`src/rtl/spicmd_pkg.sv`:
```
package spicmd_pkg;

    localparam int BYTE_W  = 8;
    localparam int NUM_TXB = 3;
    localparam int NUM_RXB = 2;

    localparam logic [BYTE_W-1:0] OP_RESET  = 8'hC0;
    localparam logic [BYTE_W-1:0] OP_READ   = 8'h03;
    localparam logic [BYTE_W-1:0] OP_WRITE  = 8'h02;
    localparam logic [BYTE_W-1:0] OP_STAT   = 8'hA0;
    localparam logic [BYTE_W-1:0] OP_RXSTAT = 8'hB0;
    localparam logic [BYTE_W-1:0] OP_BITMOD = 8'h05;

    typedef enum logic [3:0] {
        ST_IDLE,
        ST_CMD,
        ST_RADDR,
        ST_WADDR,
        ST_RDATA,
        ST_WDATA,
        ST_BMADDR,
        ST_BMMASK,
        ST_BMDATA,
        ST_STAT,
        ST_RXSTAT,
        ST_DRAIN
    } state_e;

    // Interleave the transmit request and empty bits above the two receive-full bits.
    function automatic logic [BYTE_W-1:0] pack_status(
        input logic [NUM_RXB-1:0] full,
        input logic [NUM_TXB-1:0] req,
        input logic [NUM_TXB-1:0] empty
    );
        logic [BYTE_W-1:0] s;
        s[0] = full[0];
        s[1] = full[1];
        for (int i = 0; i < NUM_TXB; i++) begin
            s[2 + 2*i] = req[i];
            s[3 + 2*i] = empty[i];
        end
        return s;
    endfunction

endpackage

```
`src/rtl/spicmd_sync.sv`:
```
module spicmd_sync #(
    parameter int           W       = 3,
    parameter int           STAGES  = 2,
    parameter logic [W-1:0] RST_VAL = '0
) (
    input  logic         clk,
    input  logic         rst_n,
    input  logic [W-1:0] d,
    output logic [W-1:0] q
);
    logic [W-1:0] chain [STAGES];

    for (genvar s = 0; s < STAGES; s++) begin : g_stage
        if (s == 0) begin : g_first
            always_ff @(posedge clk or negedge rst_n) begin
                if (!rst_n) chain[0] <= RST_VAL;
                else        chain[0] <= d;
            end
        end else begin : g_next
            always_ff @(posedge clk or negedge rst_n) begin
                if (!rst_n) chain[s] <= RST_VAL;
                else        chain[s] <= chain[s-1];
            end
        end
    end

    assign q = chain[STAGES-1];
endmodule

```
`src/rtl/spicmd_shifter.sv`:
```
module spicmd_shifter
    import spicmd_pkg::*;
(
    input  logic              clk,
    input  logic              rst_n,
    input  logic              active,
    input  logic              sck_rise,
    input  logic              sck_fall,
    input  logic              mosi,
    input  logic [BYTE_W-1:0] load_byte,
    output logic              byte_done,
    output logic [BYTE_W-1:0] rx_byte,
    output logic              load_tick,
    output logic              miso
);
    localparam int CNT_W = $clog2(BYTE_W);

    logic [CNT_W-1:0]  cnt;
    logic [BYTE_W-2:0] rx_sh;
    logic [BYTE_W-1:0] tx_sh;

    assign byte_done = active && sck_rise && (cnt == CNT_W'(BYTE_W-1));
    assign rx_byte   = {rx_sh, mosi};
    assign load_tick = active && sck_fall && (cnt == '0);
    assign miso      = tx_sh[BYTE_W-1];

    always_ff @(posedge clk or negedge rst_n) begin
        if (!rst_n) begin
            cnt   <= '0;
            rx_sh <= '0;
            tx_sh <= '0;
        end else if (!active) begin
            cnt   <= '0;
            tx_sh <= '0;
        end else begin
            if (sck_rise) begin
                cnt   <= cnt + 1'b1;
                rx_sh <= {rx_sh[BYTE_W-3:0], mosi};
            end
            if (sck_fall) begin
                if (cnt == '0) tx_sh <= load_byte;
                else           tx_sh <= {tx_sh[BYTE_W-2:0], 1'b0};
            end
        end
    end
endmodule

```
`src/rtl/spicmd_decoder.sv`:
```
module spicmd_decoder
    import spicmd_pkg::*;
#(
    parameter int ADDR_W      = 7,
    parameter int SYNC_STAGES = 2
) (
    input  logic               clk,
    input  logic               rst_n,
    input  logic               spi_sck,
    input  logic               spi_cs_n,
    input  logic               spi_mosi,
    output logic               spi_miso,
    output logic [ADDR_W-1:0]  rf_addr,
    output logic [BYTE_W-1:0]  rf_wdata,
    output logic               rf_we,
    input  logic [BYTE_W-1:0]  rf_rdata,
    input  logic [NUM_RXB-1:0] rx_full,
    input  logic [NUM_TXB-1:0] tx_req,
    input  logic [NUM_TXB-1:0] tx_empty,
    input  logic [BYTE_W-1:0]  rx_status,
    output logic               soft_rst,
    output logic [NUM_TXB-1:0] send_req,
    output logic [NUM_RXB-1:0] rx_release
);
    localparam int PAGE_W = 4;

    logic cs_s, sck_s, mosi_s, sck_d, active, active_d;
    logic sck_rise, sck_fall, byte_done, load_tick;
    logic [BYTE_W-1:0] rx_byte, load_byte, mask_q;
    logic [ADDR_W-1:0] addr_q, cmd_addr;
    logic is_rxbuf, is_txload, is_rts, rel_vld;
    logic rel_buf;
    state_e state, nxt;

    spicmd_sync #(.W(3), .STAGES(SYNC_STAGES), .RST_VAL(3'b100)) u_sync (
        .clk(clk), .rst_n(rst_n),
        .d({spi_cs_n, spi_sck, spi_mosi}),
        .q({cs_s, sck_s, mosi_s})
    );

    assign active   = !cs_s;
    assign sck_rise = sck_s && !sck_d;
    assign sck_fall = !sck_s && sck_d;

    spicmd_shifter u_shift (
        .clk(clk), .rst_n(rst_n), .active(active),
        .sck_rise(sck_rise), .sck_fall(sck_fall), .mosi(mosi_s),
        .load_byte(load_byte), .byte_done(byte_done), .rx_byte(rx_byte),
        .load_tick(load_tick), .miso(spi_miso)
    );

    // Opcode classes that carry an address or a buffer mask.
    assign is_rxbuf  = (rx_byte[7:3] == 5'b10010) && !rx_byte[0];
    assign is_txload = (rx_byte[7:3] == 5'b01000) && (rx_byte[2:1] != 2'b11);
    assign is_rts    = (rx_byte[7:3] == 5'b10000);

    always_comb begin
        if (is_rxbuf)
            cmd_addr = ADDR_W'({2'b11, rx_byte[2], (rx_byte[1] ? 4'h6 : 4'h1)});
        else
            cmd_addr = ADDR_W'({3'(rx_byte[2:1]) + 3'd3, (rx_byte[0] ? 4'h6 : 4'h1)});
    end

    // State register
    always_ff @(posedge clk or negedge rst_n) begin
        if (!rst_n) state <= ST_IDLE;
        else        state <= nxt;
    end

    // Transitions
    always_comb begin
        nxt = state;
        if (!active) begin
            nxt = ST_IDLE;
        end else begin
            unique case (state)
                ST_IDLE:   nxt = ST_CMD;
                ST_CMD: if (byte_done) begin
                    if      (rx_byte == OP_READ)   nxt = ST_RADDR;
                    else if (rx_byte == OP_WRITE)  nxt = ST_WADDR;
                    else if (rx_byte == OP_STAT)   nxt = ST_STAT;
                    else if (rx_byte == OP_RXSTAT) nxt = ST_RXSTAT;
                    else if (rx_byte == OP_BITMOD) nxt = ST_BMADDR;
                    else if (is_rxbuf)             nxt = ST_RDATA;
                    else if (is_txload)            nxt = ST_WDATA;
                    else                           nxt = ST_DRAIN;
                end
                ST_RADDR:  if (byte_done) nxt = ST_RDATA;
                ST_WADDR:  if (byte_done) nxt = ST_WDATA;
                ST_BMADDR: if (byte_done) nxt = ST_BMMASK;
                ST_BMMASK: if (byte_done) nxt = ST_BMDATA;
                ST_BMDATA: if (byte_done) nxt = ST_DRAIN;
                ST_RDATA, ST_WDATA, ST_STAT, ST_RXSTAT, ST_DRAIN: nxt = state;
                default:   nxt = ST_DRAIN;
            endcase
        end
    end

    // Address pointer, mask, strobes
    always_ff @(posedge clk or negedge rst_n) begin
        if (!rst_n) begin
            sck_d      <= 1'b0;
            active_d   <= 1'b0;
            addr_q     <= '0;
            mask_q     <= '0;
            rel_vld    <= 1'b0;
            rel_buf    <= 1'b0;
            soft_rst   <= 1'b0;
            send_req   <= '0;
            rx_release <= '0;
        end else begin
            sck_d      <= sck_s;
            active_d   <= active;
            soft_rst   <= 1'b0;
            send_req   <= '0;
            rx_release <= '0;
            if (active_d && !active && rel_vld)
                rx_release <= NUM_RXB'(1) << rel_buf;
            if (!active) rel_vld <= 1'b0;
            if (byte_done) begin
                unique case (state)
                    ST_CMD: begin
                        addr_q   <= cmd_addr;
                        rel_vld  <= is_rxbuf;
                        rel_buf  <= rx_byte[2];
                        soft_rst <= (rx_byte == OP_RESET);
                        send_req <= is_rts ? rx_byte[NUM_TXB-1:0] : '0;
                    end
                    ST_RADDR, ST_WADDR, ST_BMADDR: addr_q <= rx_byte[ADDR_W-1:0];
                    ST_BMMASK: mask_q <= rx_byte;
                    ST_WDATA:  addr_q <= addr_q + 1'b1;
                    default: ;
                endcase
            end
            if (load_tick && state == ST_RDATA) addr_q <= addr_q + 1'b1;
        end
    end

    // Outputs
    always_comb begin
        rf_addr = (addr_q[PAGE_W-1:1] == {(PAGE_W-1){1'b1}})
                ? {{(ADDR_W-PAGE_W){1'b0}}, addr_q[PAGE_W-1:0]} : addr_q;
        rf_we    = byte_done && (state == ST_WDATA || state == ST_BMDATA);
        rf_wdata = (state == ST_BMDATA) ? ((rf_rdata & ~mask_q) | (rx_byte & mask_q)) : rx_byte;
        unique case (state)
            ST_RDATA:  load_byte = rf_rdata;
            ST_STAT:   load_byte = pack_status(rx_full, tx_req, tx_empty);
            ST_RXSTAT: load_byte = rx_status;
            default:   load_byte = '0;
        endcase
    end
endmodule

```
`config.mk`:
```
export PLATFORM = sky130hd
export DESIGN_NAME = spicmd_decoder
export DESIGN_NICKNAME = d
export VERILOG_FILES = /design/src/rtl/spicmd_pkg.sv /design/src/rtl/spicmd_sync.sv /design/src/rtl/spicmd_shifter.sv /design/src/rtl/spicmd_decoder.sv
export SDC_FILE = /design/constraint.sdc
export NUM_CORES = 1
export LEC_CHECK = 0
export BUFFER_PORTS_ARGS = -buffer_cell sky130_fd_sc_hd__buf_2
export CAP_MARGIN = 20
export CELL_PAD_IN_SITES_DETAIL_PLACEMENT = 1
export CELL_PAD_IN_SITES_GLOBAL_PLACEMENT = 2
export CORE_ASPECT_RATIO = 0.6
export CORE_UTILIZATION = 31
export CTS_BUF_LIST = sky130_fd_sc_hd__clkbuf_4 sky130_fd_sc_hd__clkbuf_8
export DETAILED_ROUTE_END_ITERATION = 8
export PLACE_DENSITY_LB_ADDON = 0.1
export SYNTH_ARGS = -nofsm -noshare
export SYNTH_HDL_FRONTEND = slang
export SYNTH_SLANG_ARGS = --single-unit
```
`constraint.sdc`:
```
create_clock -name clk -period 2.3 [get_ports clk]
set_input_delay 0.23 -clock clk [delete_from_list [all_inputs] [get_ports clk]]
set_output_delay 0.23 -clock clk [all_outputs]
set_load 0.05 [all_outputs]
```
Word-level counts from Yosys, hierarchy flattened:

Cells that the tools add are included.

* $add $sub $neg: 3
* eq/ne operators: 30
* shift-type cells: 1
* muxes and demuxes: 38
* bitwise logic cells: 5
* reduce and logical (&&, ||, !) cells: 30

Operators with widths (number)
* $mux 4: 14
* $mux 8: 4
* $pmux 4 s8: 1
* $mux 7: 4
* $eq 8x8->1 const B: 3
* $pmux 8 s3: 1
* $mux 3: 7
* $pmux 7 s3: 1
* $ne 3x2->1 const B: 6
* $and 8x8->8: 2
* $eq 4x3->1 const B: 4
* $eq 4x4->1 const B: 4
* $eq 8x2->1 const B: 2
* $logic_and 1x1->1: 12
* $eq 5x5->1 const B: 2
* $eq 4x2->1 const B: 2
* $eq 8x3->1 const B: 1
* $not 8->8: 1
* $or 8x8->8: 1
* $reduce_and 2->1: 4
* $add 7x1->7 const B: 1
* $reduce_and 7->1: 1
* $eq 3x3->1 const B: 2
* $reduce_bool 2->1: 3
* other kinds (17): 24

* flip-flop bits (word level): 53
* input port bits: 29
* logic and storage cells: 122

Logic depth before layout (Yosys ltp):

Gate-level depths: netlist of the first run.

* word-level depth: 12
* mapped depth: 9

By module:

Synthesis of the first run repeated with hierarchy kept, for this count alone.

* cells, all modules: 327
* area, all modules: 3235.6 µm²

Modules (own cells, without submodules)
* spicmd_decoder: times used 1, cells an instance 240, area each 2094.5 µm²
* spicmd_shifter: times used 1, cells an instance 78, area each 965.9 µm²
* spicmd_sync: times used 1, cells an instance 9, area each 175.2 µm²

Least setup slack after synthesis of the first run:

Ideal clock, no wire load.

* kind: flip-flop to output port
* from: register state[3]
* to: output rf_wdata[0]
* arrival: 2.099 ns
* slack: -0.029 ns
* stages on the path, launching flop included: 7
* path buffers: 2
* cells stage by stage: dfrtp_1 buf_6 nand2b_1 or2_2 clkbuf_1 nor2_1 o21ai_0

* word-level cells in the longest chain between the ends: 2

RTL lines
* from (decl): RTL line spicmd_decoder.sv:33 `state_e state, nxt;`
* from (signal assigned): RTL line spicmd_decoder.sv:67 `else state <= nxt;`
* $eq 4x4->1: RTL line spicmd_decoder.sv:144 `rf_wdata = (state == ST_BMDATA) ? ((rf_rdata & ~mask_q) | (rx_byte & mask_q)) : rx_byte;`
* $mux 8: RTL line spicmd_decoder.sv:144
* to (decl): RTL line spicmd_decoder.sv:14 `output logic [BYTE_W-1:0] rf_wdata,`

No other way between the ends.

Final worst setup path of the first run:

* from: register state[2]
* to: output rf_wdata[4]

The elaborated chain is that of the path after synthesis.

==> results of run 1 <==
==> how the worst min path moves through the flow <==
stage	depth (start not counted)	end	slack (ns)	startpoint
floorplan	0	active_d	-0.07	rst_n
global placement	1	u_sync.chain[3]	0.22	rst_n
detailed placement	1	u_sync.chain[3]	0.23	rst_n
CTS	1	u_sync.chain[5]	0.007	spi_cs_n
global route	1	u_sync.chain[4]	0.004	spi_sck
finish	1	u_sync.chain[5]	0.02	spi_cs_n
==> cells by family after synthesis <==
| logic type | count (synthesis) |
|---|---|
| flops | 53 |
| mux | 19 |
| compound gates | 91 |
| fa+ha+maj | 6 |
| buf+inv | 41 |
| xor+xnor | 1 |
| simple gates | 115 |
==> placed cells by master, fill, tap and decap left out, types with 2 or more instances in the layout <==
cell and count:
and3_1 8, nor4_1 4, mux2i_1 2, nor3_1 5
a21bo_2 2, mux2_2 17, dlygate4sd3_1 2, ha_1 6
or2_2 2, a2111oi_0 2, nand2b_1 6, nand3b_1 3
o22ai_1 3, o32a_1 2, a311oi_1 2, a22oi_1 10
buf_2 49, clkbuf_4 3, nand4_1 2, buf_4 16
a222oi_1 8, nor2_1 33, nand3_1 12, or2_4 2
a31oi_1 4, nor4b_1 2, dfrtp_1 50, dfstp_2 2
o21ai_1 5, o21ai_0 20, nand2_1 18, a21oi_1 21
and2_1 4, clkbuf_8 5, and3b_1 2, inv_1 17
o211ai_1 3
==> layout make-up <==
class | count | share of cell area, %
clock buffers | 7 | 2.33
clock inverters | 1 | 0.209
repair buffers | 69 | 11.5
multi-input cells | 232 | 42.7
well taps | 130 | 4.52
flip-flops and latches | 53 | 37.0
inverters | 17 | 1.77
==> registers in the layout, summed over array words and instances (netlist names) <==
signal	flops
active_d	1
addr_q	7
mask_q	8
rel_buf	1
rel_vld	1
rx_release	2
sck_d	1
send_req	3
soft_rst	1
state	4
u_shift.cnt	3
u_shift.rx_sh	7
u_shift.tx_sh	8
u_sync.chain	3
u_sync.q	3
==> per-layer routing <==
layer  vias up  share of wire (%)  global-route usage, %
met2        47                 40                   26.4
met1      1388                 56                   32.6
met3         5                3.4                   3.44
met4         0               0.55                   3.49
met5         -                  0                      0
li1       1297                  -                      -
==> power groups by stage <==
| stage | clock network, mW | registers, mW | logic (mW) |
|---|---|---|---|
| after floorplan | 0 | 1.06 | 0.894 |
| after global placement | 0 | 1.15 | 1.19 |
| after detailed placement | 0 | 1.15 | 1.19 |
| after CTS | 0.591 | 1.14 | 1.21 |
| after global routing | 0.610 | 1.16 | 1.32 |
| final | 0.564 | 1.14 | 1.22 |
==> per-stage QoR <==
| stage | cells | worst slack (ns) | power, mW | util [%] | cell area, sq um |
|---|---|---|---|---|---|
| 6_report | 509 | 0.0880 | 2.93 | 38.5 | 3600 |
| 5_1_grt | 509 | 0.0174 | 3.09 | 38.5 | 3600 |
| 4_1_cts | 509 | 0.00144 | 2.93 | 38.3 | 3580 |
| 3_5_place_dp | 499 | 0.0708 | 2.35 | 37.0 | 3470 |
| 3_3_place_gp | 499 | 0.216 | 2.35 | 37.0 | 3470 |
| 2_1_floorplan | 326 | 0.0615 | 1.96 | - | 3040 |
==> what timing repair did <==
action                                  in CTS  in global routing
gates resized for setup                      1                  8
pin swaps                                    0                  1
endpoints found under the setup margin       8                 14
setup buffers                                0                  0
hold buffers                                 2                  0
hold endpoints to repair                    20                  0
==> summary.txt, run 1 <==
Status
  – Status: finished clean

Layout
  – Area added between synthesis and finish: 18.4%
  – Ratio of cells with drive above 1 in the final layout: 29.0%
  – Filler cells: 1112
  – Antenna diode count: 0
  – Net count, final: 413
  – Area of the multi-input gates: ~1500 sq um
  – Register Area: 1330 sq um

Synth
  – FFs w/ async S/R, synth: 100%
  – Cell types with the highest counts after synthesis: 51 x dfrtp_1, 34 x nor2_1, 24 x o21ai_0, 21 x a21oi_1, 18 x nand2_1
  – Synth warn: 0
  – Most frequent cell after synthesis: dfrtp_1
  – Area share of xor/xnor cells in the synthesized design: 0.288%
  – Post-synthesis share of cell area spent on and, or, nand and nor gates: 20.5%
  – Share of the synthesized area in the top cell type: 42.0%
  – Net Count, Synth: 361
  – Library cell with the largest summed area after synthesis: dfrtp_1
  – Distinct cell type count after synthesis: 56
  – Dominant cells by area after synthesis: dfrtp_1 42%, mux2_2 6.3%, nor2_1 4.2%
  – Combinational family with the most area after synthesis: simple AND/OR/NAND/NOR gates
  – Post-synth EDFFs: 0
  – Mux contribution to synthesized area: 6.95%
  – Seq cells post-synth: 53
  – Combined area of all synthesized cells: 3040 sq um
  – Sequential area share after synthesis: 43.7%
  – Most common flop cell mapped by yosys: dfrtp_1
  – Average cell area after synthesis: 9.33 sq um
  – Compound-gate portion of the synthesized area: about 20%
  – Cells after synthesis: 326
  – Adder-cell area share of the yosys netlist: 2.47%

Pwr
  – Net switching share of the total power: a little over two fifths
  – Clock power frac: about a fifth
  – Power density cells: 813 nW/um^2
  – Leakage power: 1.67 nW
  – Worst IR Drop VDD: about 0.00055 V
  – Internal power of the cells: 1.68 mW
  – Sequential share of power: slightly below 40%
  – Net switching power figure: ~1.2 mW
  – Power share of the combinational group: about two fifths

Place
  – Final weighted congestion of routability-driven global placement: around 0.87
  – Half-perimeter wire length after placement: around 7300 microns
  – Input/output buffers: 51

Timing
  – Setup violation total in the final timing report: 0
  – Clk_skew: 0.00773 ns
  – Min Clock Period, post-route: roughly 2.2 ns
  – Pins Over Slew Limit: 0
  – Worst relative slew slack: 50.9%
  – Worst hold slack after final layout: 0.0196 ns
  – Number of endpoints with negative hold slack in the final report: 0
  – Transition time at the pin with the least slew margin: 0.737 ns
  – Final cycle utilization of the critical path: a little over nine tenths
  – Unrepaired setup endpoints after global routing: no
  – Fmax: 452 MHz
  – Summed negative setup slack over all endpoints: 0 ns

Worst setup path
  – Cell-by-cell listing of the critical path: nand2b_2, or2_4, nor2_1, mux2_2, buf_2
  – Library cell contributing the largest single delay on the critical path: dfrtp_2
  – Crit-path leading delay family: simple AND/OR/NAND/NOR gates
  – Critical Path Source: state[2]
  – Critical Path Fanout Max: 8
  – R2r startpoint: state[0]
  – Sum of buffers and inverters on the critical path: 1
  – Slowest stage delay, CP: 0.46 ns
  – Termination of the worst setup path: rf_wdata[4]
  – CP endpoint kind: primary output
  – Endpoint of the worst-slack reg-to-reg timing path: state[2]
  – Number of cells traversed by the worst register-to-register path: 5
  – Register-to-register setup slack: 0.22 ns
  – Setup Crit Path Kind: reg2out
  – Total stage count of the critical path: 5
  – Type of element launching the critical path: register
  – Required time of the critical path: 2.07 ns
  – Arrival @ worst endpoint: ~2 ns

Worst hold path
  – Hold Path Class: in2reg

Clocking
  – Count of H-tree levels built during CTS: 2
  – Clock tree from TritonCTS: done
  – Clock slew at the register clock pins of the worst setup and hold paths: 0.10 ns
  – Maximum number of buffers from clock root to sink: 2
  – Clk Latency, worst-skew pair: 0.31 ns
  – Clock Root Buffer: clkbuf_8
  – CTS sink cnt: 53
  – Cts bufs inserted: 5

Route
  – Final wirelength: between 9000 and 10000 microns
  – DRC marker count from the first detailed-route iteration: 152
  – Via count: 2737
  – Remaining DRCs: 0
  – DRT antenna net count: 0
  – DR pass1 iterations: 4
  – Average via count per standard cell: 5.38
  – WL/cell: 18.8 microns

GRT
  – Remaining global-route overflow: 0
  – All-Layer GR Usage: about a fifth
  – Maximum number of pins on one net before global-route repair: 35
  – Wire length of the first global-routing pass: 15200 microns
  – Number of global-route vias before repair: 2680
  – Antenna violations before repair: 0

Floorplan
  – Standard-cell rows: 27
  – Initial standard-cell utilization of the core: 32.5%
  – Area enclosed by the die boundary: 10200 sq um
  – Top-Level Pins: 52
  – Height of the die: 78.7 microns
  – Placeable core region: 9360 sq um
  – DIE WIDTH: 130 microns

Run
  – Max Cap Violations: 0
Note: power is estimated with default switching activity, not from simulation.
==> run 2: changes to the inputs <==
==> constraint.sdc (replaced) <==
create_clock -name clk -period 2.3 [get_ports clk]
set_input_delay 0.23 -clock clk [delete_from_list [all_inputs] [get_ports clk]]
set_output_delay 0.23 -clock clk [all_outputs]
set_load 0.01 [all_outputs]
==> run 2 against run 1 <==
Against the previous run:
- cell area up 0.87%
- power down 5.6%
- count of clock-buffer cells in the layout down 1
- fmax up 1.3%
- wire length down 2.3%
- non-clock buffer count up 4
- register-to-register slack worse by 0.06 ns
- sequential cell count unchanged
- hold slack better by 0.0013 ns
- critical path depth unchanged
- clock power up 3%
- highest routed layer unchanged
==> summary.txt, run 2 (same netlist as run 1, synthesis figures left out) <==
Worst hold path
  – Worst min-delay path endpoint: u_sync.chain[4] (was u_sync.chain[5])
  – Hold Path Class: in2reg (unchanged)
  – Hold-critical path depth: 1 (unchanged)
  – Startpoint of the worst hold path: spi_sck (was spi_cs_n)

Timing
  – Pins Over Slew Limit: 0 (unchanged)
  – Final cycle utilization of the critical path: 94.9% (was 96.2%)
  – Worst hold slack after final layout: 0.0209 ns (was 0.0196 ns)
  – Worst relative slew slack: 48.7% (was 50.9%)
  – Number of endpoints with negative hold slack in the final report: 0 (unchanged)
  – Min Clock Period, post-route: 2.18 ns (was 2.21 ns)
  – Summed negative setup slack over all endpoints: 0 ns (unchanged)
  – Setup violation total in the final timing report: 0 (unchanged)
  – Unrepaired setup endpoints after global routing: no (unchanged)
  – Final worst-path setup slack: 0.117 ns (was 0.0880 ns)
  – Clk_skew: 0.0114 ns (was 0.00773 ns)
  – Transition time at the pin with the least slew margin: 0.770 ns (was 0.737 ns)
  – Fmax: 458 MHz (was 452 MHz)

Worst setup path
  – Critical Path Fanout Max: 8 (unchanged)
  – Required time of the critical path: 2.07 ns (about the same)
  – R2r startpoint: state[1] (was state[0])
  – Slowest stage delay, CP: 0.43 ns (was 0.46 ns)
  – Arrival @ worst endpoint: 1.95 ns (was 1.98 ns)
  – Type of element launching the critical path: register (unchanged)
  – Crit-path leading delay family: simple AND/OR/NAND/NOR gates (unchanged)
  – CP endpoint kind: primary output (unchanged)
  – Setup Crit Path Kind: reg2out (unchanged)
  – Cell-by-cell listing of the critical path: or2_4, or2_4, nor2_1, mux2_2, buf_2 (was nand2b_2, or2_4, nor2_1, mux2_2, buf_2)
  – Number of cells traversed by the worst register-to-register path: 5 (unchanged)
  – Library cell contributing the largest single delay on the critical path: dfrtp_1 (was dfrtp_2)
  – Endpoint of the worst-slack reg-to-reg timing path: state[2] (unchanged)
  – Cell seen most often among critical-path stages: or2_4
  – Register-to-register setup slack: 0.16 ns (was 0.22 ns)
  – Sum of buffers and inverters on the critical path: 1 (unchanged)

Layout
  – Area of the multi-input gates: 1540 sq um (about the same)
  – Register Area: 1330 sq um (about the same)
  – Final Cell Area: 3630 sq um (was 3600 sq um)
  – Commonest non-fill, non-tap cell in the layout: buf_2 (was dfrtp_1)
  – Net count, final: 417 (was 413)
  – Antenna diode count: 0 (unchanged)
  – Area added between synthesis and finish: 19.4% (was 18.4%)
  – Non-Filler Instances: 513 (was 509)
  – Top library cells by usage in the layout, fill and taps aside: 51 x buf_2, 49 x dfrtp_1, 33 x nor2_1 (was 50 x dfrtp_1, 49 x buf_2, 33 x nor2_1)
  – Ratio of cells with drive above 1 in the final layout: 29.5% (was 29.0%)
  – Filler cells: 1078 (was 1112)
  – Final cell utilization of the core: 38.8% (was 38.5%)
  – Biggest regs: mask_q: 8 flops, u_shift.tx_sh: 8 flops (unchanged)

Status
  – Status: finished clean (unchanged)

Clocking
  – Count of H-tree levels built during CTS: 2 (unchanged)
  – Maximum number of buffers from clock root to sink: 2 (unchanged)
  – Cts bufs inserted: 5 (unchanged)
  – CTS sink cnt: 53 (unchanged)
  – Clk Latency, worst-skew pair: 0.32 ns (was 0.31 ns)
  – Clock Root Buffer: clkbuf_8 (unchanged)
  – Clock tree from TritonCTS: done (unchanged)
  – Clock slew at the register clock pins of the worst setup and hold paths: 0.11 ns (was 0.10 ns)

Place
  – Half-perimeter wire length after placement: 7090 microns (was 7320 microns)
  – Final weighted congestion of routability-driven global placement: 0.823 (was 0.870)
  – Placement Cell Area: 3470 sq um (about the same)
  – Input/output buffers: 51 (unchanged)
  – Worst setup slack before clock tree synthesis: 0.140 ns (was 0.0708 ns)
  – Placed cells: 500 (was 499)

Floorplan
  – Placeable core region: 9360 sq um (unchanged)
  – Height of the die: 78.7 microns (unchanged)
  – Standard-cell rows: 27 (unchanged)
  – Area enclosed by the die boundary: 10200 sq um (unchanged)
  – Initial standard-cell utilization of the core: 32.5% (unchanged)
  – Top-Level Pins: 52 (unchanged)
  – DIE WIDTH: 130 microns (unchanged)

GRT
  – GRT met3 Usage: 3.37% (was 3.44%)
  – Maximum number of pins on one net before global-route repair: 30 (was 35)
  – Met1 usage in global routing: 31.9% (was 32.6%)
  – Met2 Track Usage GR: 27.0% (was 26.4%)
  – Number of global-route vias before repair: 2710 (was 2680)
  – Remaining global-route overflow: 0 (unchanged)
  – Layer with the highest usage: met1 (unchanged)
  – Wire length of the first global-routing pass: 15200 microns (about the same)
  – All-Layer GR Usage: 19.8% (about the same)
  – Antenna violations before repair: 0 (unchanged)

Pwr
  – Leakage power: 1.69 nW (was 1.67 nW)
  – Net switching share of the total power: 38.9% (was 42.7%)
  – Net switching power figure: 1.08 mW (was 1.25 mW)
  – Power share of the combinational group: 37.5% (was 41.7%)
  – Sequential share of power: 41.5% (was 39.0%)
  – Internal power of the cells: 1.69 mW (was 1.68 mW)
  – Worst IR Drop VDD: 0.000347 V (was 0.000552 V)
  – Clock power frac: 21.0% (was 19.3%)
  – Power density cells: 761 nW/um^2 (was 813 nW/um^2)
  – Total power of the final layout: 2.76 mW (was 2.93 mW)

Route
  – DRT antenna net count: 0 (unchanged)
  – DRC marker count from the first detailed-route iteration: 190 (was 152)
  – Via count: 2707 (was 2737)
  – WL/cell: 18.2 microns (was 18.8 microns)
  – Average via count per standard cell: 5.28 (was 5.38)
  – Final wirelength: 9340 microns (was 9550 microns)
  – DR pass1 iterations: 6 (was 4)
  – Remaining DRCs: 0 (unchanged)

Run
  – Max Cap Violations: 0 (unchanged)
## run 2: timing repair
action | in CTS | in global routing
resized for setup | 2 | 5
hold buffers | 3 | 0
setup buffers | 1 | 1
setup endpoints to repair | 4 | 12
endpoints found under the hold margin | 26 | 0
## run 2: metal layers
metal	vias up	share of wire [%]
met5	-	0
met4	0	0.65
met3	5	5.4
met2	64	39
met1	1342	55
li1	1296	-
## run 2: how the worst max path moves through the flow
stage,startpoint,endpoint,slack [ns],cells after the start
6_report,state[0],rf_wdata[3],0.12,5
5_1_grt,state[2],rf_we,0.03,6
2_1_floorplan,state[0],rf_wdata[3],0.41,5
3_3_place_gp,u_shift.cnt[0],state[2],0.15,6
3_5_place_dp,u_shift.cnt[0],state[2],0.14,6
4_1_cts,state[0],rf_wdata[4],0.01,5
## run 2: cell type report
class	count	area share, %
clock buffer	6	2.28
clock inverter	2	0.379
inverter	17	1.76
multi-input combinational	232	42.3
sequential	53	36.7
tap	130	4.48
timing repair buffer	73	12.1
## run 2: power by group through the flow
stage	clock [mW]	combinational [mW]	sequential, mW
2_1_floorplan	0	0.718	1.06
3_3_place_gp	0	0.981	1.17
3_5_place_dp	0	0.978	1.17
4_1_cts	0.599	1.02	1.15
5_1_grt	0.625	1.14	1.17
6_report	0.579	1.04	1.15
